==> config.mk <==
export PLATFORM = sky130hd
export DESIGN_NAME = serdes_cr_port
export DESIGN_NICKNAME = d
export VERILOG_FILES = /design/src/rtl/serdes_cr_pkg.sv /design/src/rtl/serdes_cr_decode.sv /design/src/rtl/serdes_cr_regs.sv /design/src/rtl/serdes_cr_engine.sv /design/src/rtl/serdes_cr_mem.sv /design/src/rtl/serdes_cr_port.sv
export SDC_FILE = /design/constraint.sdc
export NUM_CORES = 2
export LEC_CHECK = 0
export BUFFER_PORTS_ARGS = -buffer_cell sky130_fd_sc_hd__buf_2
export CORE_MARGIN = 8
export CORE_UTILIZATION = 60
export CTS_CLUSTER_SIZE = 10
export DETAILED_ROUTE_END_ITERATION = 6
export PLACE_DENSITY_LB_ADDON = 0.25
export SYNTH_ARGS = -nofsm -noshare
export SYNTH_HDL_FRONTEND = slang
export SYNTH_HIERARCHICAL = 1
export SYNTH_SLANG_ARGS = --single-unit
==> constraint.sdc <==
create_clock -name clk -period 4.3 [get_ports clk]
set_input_delay 0.86 -clock clk [delete_from_list [all_inputs] [get_ports clk]]
set_output_delay 0.86 -clock clk [all_outputs]
set_load 0.05 [all_outputs]
==> src/rtl/serdes_cr_pkg.sv <==
package serdes_cr_pkg;

   localparam int unsigned WORD_W = 16;
   localparam int unsigned START_BIT = 0;
   localparam int unsigned DIR_BIT = 1;

   typedef logic [WORD_W-1:0] word_t;

   typedef enum logic [1:0] {
      SEL_NONE = 2'd0,
      SEL_CMD  = 2'd1,
      SEL_ADR  = 2'd2,
      SEL_DAT  = 2'd3
   } sel_e;

   typedef struct packed {
      logic  is_write;
      word_t addr;
      word_t data;
   } cmd_t;

endpackage

==> src/rtl/serdes_cr_decode.sv <==
module serdes_cr_decode
   import serdes_cr_pkg::*;
#(
   parameter logic [15:0] BASE_ADDR = 16'h80a0
)(
   input  logic [15:0] host_addr,
   output sel_e        sel
);
   localparam logic [15:0] CMD_ADDR = BASE_ADDR;
   localparam logic [15:0] ADR_ADDR = BASE_ADDR + 16'd1;
   localparam logic [15:0] DAT_ADDR = BASE_ADDR + 16'd2;

   always_comb begin
      unique case (host_addr)
         CMD_ADDR: sel = SEL_CMD;
         ADR_ADDR: sel = SEL_ADR;
         DAT_ADDR: sel = SEL_DAT;
         default:  sel = SEL_NONE;
      endcase
   end
endmodule

==> src/rtl/serdes_cr_regs.sv <==
module serdes_cr_regs
   import serdes_cr_pkg::*;
(
   input  logic  clk,
   input  logic  rst_n,
   input  logic  host_wr,
   input  sel_e  sel,
   input  word_t host_wdata,
   input  logic  busy,
   input  logic  rd_done,
   input  word_t rd_word,
   output logic  accept,
   output logic  dir_q,
   output word_t addr_q,
   output word_t data_q,
   output word_t host_rdata
);
   logic wr_cmd, wr_adr, wr_dat;

   assign wr_cmd = host_wr && (sel == SEL_CMD);
   assign wr_adr = host_wr && (sel == SEL_ADR) && !busy;
   assign wr_dat = host_wr && (sel == SEL_DAT) && !busy;
   assign accept = wr_cmd && host_wdata[START_BIT] && !busy;

   always_ff @(posedge clk) begin
      if (!rst_n) begin
         dir_q  <= 1'b0;
         addr_q <= '0;
         data_q <= '0;
      end else begin
         if (accept) dir_q <= host_wdata[DIR_BIT];
         if (wr_adr) addr_q <= host_wdata;
         if (rd_done)     data_q <= rd_word;
         else if (wr_dat) data_q <= host_wdata;
      end
   end

   always_comb begin
      host_rdata = '0;
      unique case (sel)
         SEL_CMD: begin
            host_rdata[START_BIT] = busy;
            host_rdata[DIR_BIT]   = dir_q;
         end
         SEL_ADR: host_rdata = addr_q;
         SEL_DAT: host_rdata = data_q;
         default: host_rdata = '0;
      endcase
   end
endmodule

==> src/rtl/serdes_cr_engine.sv <==
module serdes_cr_engine
   import serdes_cr_pkg::*;
#(
   parameter int unsigned LATENCY = 4,
   parameter int unsigned IDX_W   = 6
)(
   input  logic             clk,
   input  logic             rst_n,
   input  logic             accept,
   input  cmd_t             cmd_in,
   output logic             busy,
   output logic             done,
   output logic             rd_done,
   output logic             mem_we,
   output logic [IDX_W-1:0] mem_idx,
   output word_t            mem_wdata
);
   localparam int unsigned CW = (LATENCY > 1) ? $clog2(LATENCY) : 1;

   cmd_t cmd_q;
   logic busy_q;
   logic last;
   logic unused_hi;

   generate
      if (LATENCY == 1) begin : g_single
         assign last = 1'b1;
      end else begin : g_count
         logic [CW-1:0] cnt_q;
         always_ff @(posedge clk) begin
            if (!rst_n)                          cnt_q <= '0;
            else if (accept)                     cnt_q <= CW'(LATENCY - 1);
            else if (busy_q && (cnt_q != '0))    cnt_q <= cnt_q - 1'b1;
         end
         assign last = (cnt_q == '0);
      end
   endgenerate

   always_ff @(posedge clk) begin
      if (!rst_n) begin
         busy_q <= 1'b0;
         cmd_q  <= '0;
      end else begin
         if (accept) begin
            busy_q <= 1'b1;
            cmd_q  <= cmd_in;
         end else if (done) begin
            busy_q <= 1'b0;
         end
      end
   end

   assign busy      = busy_q;
   assign done      = busy_q && last;
   assign rd_done   = done && !cmd_q.is_write;
   assign mem_we    = done && cmd_q.is_write;
   assign mem_idx   = cmd_q.addr[IDX_W-1:0];
   assign mem_wdata = cmd_q.data;
   assign unused_hi = ^cmd_q.addr[WORD_W-1:IDX_W];
endmodule

==> src/rtl/serdes_cr_mem.sv <==
module serdes_cr_mem
   import serdes_cr_pkg::*;
#(
   parameter int unsigned MEM_WORDS = 64,
   parameter int unsigned IDX_W     = 6
)(
   input  logic             clk,
   input  logic             rst_n,
   input  logic             we,
   input  logic [IDX_W-1:0] idx,
   input  word_t            wdata,
   output word_t            rdata
);
   word_t mem_q [MEM_WORDS];

   always_ff @(posedge clk) begin
      if (!rst_n) begin
         for (int i = 0; i < MEM_WORDS; i++) mem_q[i] <= '0;
      end else if (we) begin
         mem_q[idx] <= wdata;
      end
   end

   assign rdata = mem_q[idx];
endmodule

==> src/rtl/serdes_cr_port.sv <==
module serdes_cr_port
   import serdes_cr_pkg::*;
#(
   parameter logic [15:0] BASE_ADDR = 16'h80a0,
   parameter int unsigned LATENCY   = 4,
   parameter int unsigned MEM_WORDS = 64
)(
   input  logic        clk,
   input  logic        rst_n,
   input  logic        host_wr,
   input  logic [15:0] host_addr,
   input  logic [15:0] host_wdata,
   output logic [15:0] host_rdata
);
   localparam int unsigned IDX_W = (MEM_WORDS > 1) ? $clog2(MEM_WORDS) : 1;

   generate
      if (LATENCY < 1) begin : g_bad_latency
         $error("serdes_cr_port: LATENCY must be at least 1");
      end
      if ((MEM_WORDS < 2) || (MEM_WORDS > 32768) || ((1 << IDX_W) != MEM_WORDS)) begin : g_bad_depth
         $error("serdes_cr_port: MEM_WORDS must be a power of two between 2 and 32768");
      end
      if (BASE_ADDR > 16'hfffd) begin : g_bad_base
         $error("serdes_cr_port: BASE_ADDR leaves no room for three registers");
      end
   endgenerate

   sel_e             sel;
   logic             accept, dir_q, busy, done, rd_done, mem_we;
   word_t            addr_q, data_q, rd_word, mem_wdata;
   logic [IDX_W-1:0] mem_idx;
   cmd_t             cmd_in;

   assign cmd_in = '{is_write: host_wdata[DIR_BIT], addr: addr_q, data: data_q};

   serdes_cr_decode #(.BASE_ADDR(BASE_ADDR)) u_decode (
      .host_addr (host_addr),
      .sel       (sel)
   );

   serdes_cr_regs u_regs (
      .clk        (clk),
      .rst_n      (rst_n),
      .host_wr    (host_wr),
      .sel        (sel),
      .host_wdata (host_wdata),
      .busy       (busy),
      .rd_done    (rd_done),
      .rd_word    (rd_word),
      .accept     (accept),
      .dir_q      (dir_q),
      .addr_q     (addr_q),
      .data_q     (data_q),
      .host_rdata (host_rdata)
   );

   serdes_cr_engine #(.LATENCY(LATENCY), .IDX_W(IDX_W)) u_engine (
      .clk       (clk),
      .rst_n     (rst_n),
      .accept    (accept),
      .cmd_in    (cmd_in),
      .busy      (busy),
      .done      (done),
      .rd_done   (rd_done),
      .mem_we    (mem_we),
      .mem_idx   (mem_idx),
      .mem_wdata (mem_wdata)
   );

   serdes_cr_mem #(.MEM_WORDS(MEM_WORDS), .IDX_W(IDX_W)) u_mem (
      .clk   (clk),
      .rst_n (rst_n),
      .we    (mem_we),
      .idx   (mem_idx),
      .wdata (mem_wdata),
      .rdata (rd_word)
   );
endmodule

Word-level counts from Yosys, hierarchy flattened
Memory sizes are Yosys's and may differ from the RTL's. A register that Yosys moved wholly into a read port is not among the register bits.
Cells that the tools add are included.
W data, S select, Z words.
{"block": "op_classes", "mux": 18, "n_reduce_logical": 19, "n_eq_ne": 6, "addsub": 1}
{"cell": "$eq A16 B16 Y1 const B", "count": 3}
{"cell": "$mux W16", "count": 3}
{"cell": "$pmux W14 S2", "count": 1}
{"cell": "$mux W6", "count": 3}
{"cell": "$reduce_or A16 Y1", "count": 1}
{"cell": "$pmux W2 S3", "count": 2}
{"cell": "$logic_and A1 B1 Y1", "count": 11}
{"cell": "$reduce_bool A2 Y1", "count": 4}
{"cell": "$mux W1", "count": 7}
{"cell": "$eq A2 B2 Y1 const B", "count": 2}
{"cell": "$mux W2", "count": 2}
{"cell": "$eq A2 B1 Y1 const B", "count": 1}
{"cell": "$logic_not A1 Y1", "count": 2}
{"cell": "$logic_not A2 Y1", "count": 1}
{"cell": "$sub A2 B1 Y2 const B", "count": 1}
{"block": "word_totals", "reg_bits": 58, "out_inout_bits": 16, "mem_bits_rw": 1024, "n_memories": 1, "input_bits": 35, "word_cells": 52}
{"memory": "u_mem.mem_q", "depth": 64, "width": 16, "read_ports": 1, "rd_clocked_by_memory_dff": 1, "wr": 64, "line": "serdes_cr_mem.sv:14", "rtl": "word_t mem_q [MEM_WORDS];"}

Depth between registers and ports, before layout
{"block": "depth", "ltp_word": 8, "depth_mapped": 14, "ltp_nobuf": 8}

Hierarchy
The synthesis kept the hierarchy.
{"mod": "serdes_cr_mem", "area_per_inst_um2": 46823.7, "seq_area_each_um2": 30749.5, "cells_per_inst": 3570, "instances": 1}
{"mod": "serdes_cr_regs", "area_per_inst_um2": 1674.1, "seq_area_each_um2": 660.6, "cells_per_inst": 205, "instances": 1}
{"mod": "serdes_cr_engine", "area_per_inst_um2": 1212.4, "seq_area_each_um2": 520.5, "cells_per_inst": 112, "instances": 1}
{"mod": "serdes_cr_decode", "area_per_inst_um2": 61.3, "seq_area_each_um2": 0.0, "cells_per_inst": 9, "instances": 1}

Worst setup path after synthesis
No wires, ideal clock.
{"block": "synth_timing", "path_kind": "input -> output", "startpoint": "input host_addr[3]", "endpoint": "output host_rdata[10]", "path_stages": 6, "t_arrival_ns": 3.116, "setup_slack_ns": 0.324, "path_buffers": 2, "t_required_ns": 3.440, "path_cell_list": "or4b_1 > or4_1 > nor2_1 > buf_4 > clkbuf_1 > nor2b_1"}
{"block": "synth_between", "elab_chain_cells": 4, "word_cells_on_any_way": 7, "cone_classes": "eq/ne (5); mux (2)"}
{"element": "start: declaration", "line": "serdes_cr_port.sv:11", "rtl": "input logic [15:0] host_addr,"}
{"element": "$eq A16 B16 Y1", "line": "serdes_cr_decode.sv:14", "rtl": "unique case (host_addr)"}
{"element": "$pmux W2 S3 *", "line": "serdes_cr_decode.sv:14"}
{"element": "net sel[1]", "line": "serdes_cr_port.sv:29", "rtl": "sel_e sel;"}
{"element": "$eq A2 B2 Y1", "line": "serdes_cr_regs.sv:40", "rtl": "unique case (sel)"}
{"element": "$pmux W14 S2 *", "line": "serdes_cr_regs.sv:40"}
{"element": "end: declaration", "line": "serdes_cr_port.sv:13", "rtl": "output logic [15:0] host_rdata"}
The timed path passes the listed nets; every way through them passes the cells marked *.

==> run_results.csv <==
group,metric,value,unit
drt,ant_nets,0,
drt,vias,34300,
sta,drv_slew,0,
drt,remaining_drc_errors,1,
cts,post-cts-setup-buffer-count,0,
cts,cts-buffers-inserted,119,
synth,synth_top_flop_cell,"edfxtp_1",
placed_design,port-buffer-count,50,
die,die_h,304,um
synth,synth_edf_count,1024,
cts,clock_sinks,1083,
cts,clk_latency,0.70,ns
sta,skew,0.0230,ns
setup_path,crit_arrival,4.55,ns
global_routing,grt_max_degree,118,
synth,synth_top_area_cell,"edfxtp_1",
sta,tightest_slew,1.22,ns
pwr,vdd_drop_max,0.333,mV
cts,clk_pin_slew_worst_paths,0.06,ns
layout,ff_latch_area,0.0320,mm^2
die,num_rows,105,
layout,final_cell_mix,"edfxtp_1 (1024), and2_1 (981), buf_4 (249)",
global_routing,antenna_found_initial,14,
pwr,finalPower,21.7,mW
sta,fin_ws,0.286,ns
synth,ys_types,72,
cts,cts_root_buf,"clkbuf_16",
sta,rsz0062_at_grt,"no",
pwr,p_int,17.2,mW
status,violations,"DRC",
sta,hold_viol,0,
cts,cts_htree_levels,3,
placed_design,pre_cts_slack,0.405,ns
drt,dr.first_iter.drc_count,5357,
die,io-pin-count,51,
global_routing,grt_pass1_wl,222000,um
pwr,swShare,20.7,%
synth,yosysSeqAreaShare,64.2,%
layout,final_core_util,66.9,%
sta,fin_crit_sh,93.4,%
synth,synth_top_area_share,61.8,%
setup_path,worstPathMaxFanout,35,
cts,cts_hold_buf,0,
worst_hold_path,hp-class,"in2reg",
layout,fillers,5695,
pwr,power.density,395,mW/mm^2
setup_path,start_kind,"flop",
die,core_area,0.0821,mm^2
sta,fin_tns_setup,0,ns
setup_path,crit_path_end_kind,"flop",
global_routing,grt.total_usage,32.0,%
sta,max_freq,249,MHz
layout,multi_input_area,0.0160,mm^2
drt,dr.pass1.iters,7,
die,initial_core_util,60.6,%
pwr,p_leak,18.9,nW
synth,synth_area,0.0498,mm^2
drt,wl_per_cell,30.3,um
pwr,clkPwrFrac,41.4,%
synth,yosys_warnings,6,
cts,cts_buffer_depth,3,
setup_path,worstSetupPathType,"reg2reg",
cts,cts-resized-gates,0,
pwr,power_switching,4.49,mW
layout,layout_commonest_cell,"edfxtp_1",
drt,via_per_inst,6.80,
die,dieArea,0.0924,mm^2
cts,cts_tree,"yes",
synth,synth_cells,3896,
synth,synth.area.top_cells,"edfxtp_1 (62%), and2_1 (12%), a221oi_1 (3.4%), mux2i_1 (2.6%), dfxtp_1 (2.4%)",
layout,area_growth,10.4,%
drt,routed_wl,153000,um
pwr,pwr-share-seq,55.9,%
synth,ys_ff_latch,1083,
synth,async_reset_ff_share,0,%
global_routing,grt_remaining_overflow,0,
setup_path,crit_required,4.84,ns
global_routing,grt_pass1_vias,32700,
job,maxCapViolations,0,
sta,finalSetupViolations,0,
synth,syn_area_per_cell,12.8,um^2
layout,nNetsFinal,3943,
placed_design,placed_area,0.0517,mm^2
layout,fin_area,0.0550,mm^2
sta,slew-limit-headroom,18.7,%
status,status,"finished with violations",
die,fp.dieW,304,um
pwr,pwr-share-comb,2.7,%
sta,period_needed,4.01,ns
placed_design,hpwl,95600,um
placed_design,finalWeightedCongestion,0.929,
layout,drive_gt1_share,13.7,%
synth,syn_nets,3932,
-- final timing paths --
| path | from | end | slack [ns] | cells past startpoint |
|---|---|---|---|---|
| worst max-delay path | u_engine/mem_idx[0] | u_regs/data_q[10] | 0.29 | 9 |
| worst min-delay path | host_wdata[8] | u_regs/addr_q[8] | 0.43 | 3 |
| worst max register to register | u_engine/mem_idx[0] | u_regs/data_q[10] | 0.29 | 9 |
| worst min register to register | u_regs/addr_q[8] | u_regs/addr_q[8] | 0.46 | 2 |
-- area by class of cell --
class	instances	area share, %
well taps	1070	2.44
clock buffers	166	5.80
diodes	9	0.0410
multi-input cells	2386	29.1
clock inverters	7	0.178
inverters	8	0.0546
repair buffers	309	4.25
flip-flops and latches	1083	58.2
-- synth_stat cells (all sizes together) (7+ instances only) --
master / number
mux2i: 129
o211ai: 7
nand4: 8
a221oi: 196
edfxtp: 1024
a22o: 12
dfxtp: 59
a22oi: 134
nor3: 14
and2: 983
inv: 7
clkbuf: 269
o21ai: 159
a31oi: 22
nand2: 101
a21oi: 62
mux4: 12
mux2: 55
and3: 56
nand3: 15
o221ai: 23
o22ai: 45
buf: 150
nor2: 186
a21boi: 17
nor2b: 49
a211oi: 13
a221o: 12
-- power groups by stage --
stage	Sequential, mW	Clock, mW	Combinational [mW]
6_report	12.1	9.00	0.592
3_3_place_gp	12.3	0	0.568
4_1_cts	12.1	9.04	0.579
5_1_grt	12.2	9.44	0.616
3_5_place_dp	12.4	0	0.576
2_1_floorplan	12.3	0	0.306
-- metrics by stage --
step	instances	hold slack [ns]
4_1_cts	5029	0.404
3_5_place_dp	4856	0.450
2_1_floorplan	3896	0.432
5_1_grt	5029	0.428
3_3_place_gp	4856	0.439
6_report	5038	0.430
-- metal layers --
layer	GRT usage (%)	part of all wire, %
met5	0	0.039
met4	15.5	5.5
met3	9.44	14
met2	48.7	45
met1	42.0	35
-- critical path, cell delays in order (launching register included) --
cell and delay [ns]:
dfxtp_4 0.85, inv_2 0.55, buf_4 0.33, a221oi_1 0.26, nor2_1 0.07, o21ai_0 0.75
nand3_1 0.12, nand4b_1 0.50, o21ai_0 0.32, a31oi_1 0.06
-- state kept, by name (all words and copies together) (netlist names) --
signal / flops
u_engine/mem_idx: 6
u_engine/cmd_q: 1
u_regs/dir_q: 1
u_mem/mem_q: 1024
u_regs/addr_q: 16
u_engine/busy: 1
u_engine/g_count.cnt_q: 2
u_engine/mem_wdata: 16
u_regs/data_q: 16
-- logic make-up after synthesis --
family,synth area share [%]
fa+ha+maj,0.0251
mux,4.38
flops,64.2
compound gates,10.7
xor+xnor,0.0176
buf+inv,3.91
simple gates,16.9
Power figures use the tool's default switching activity.
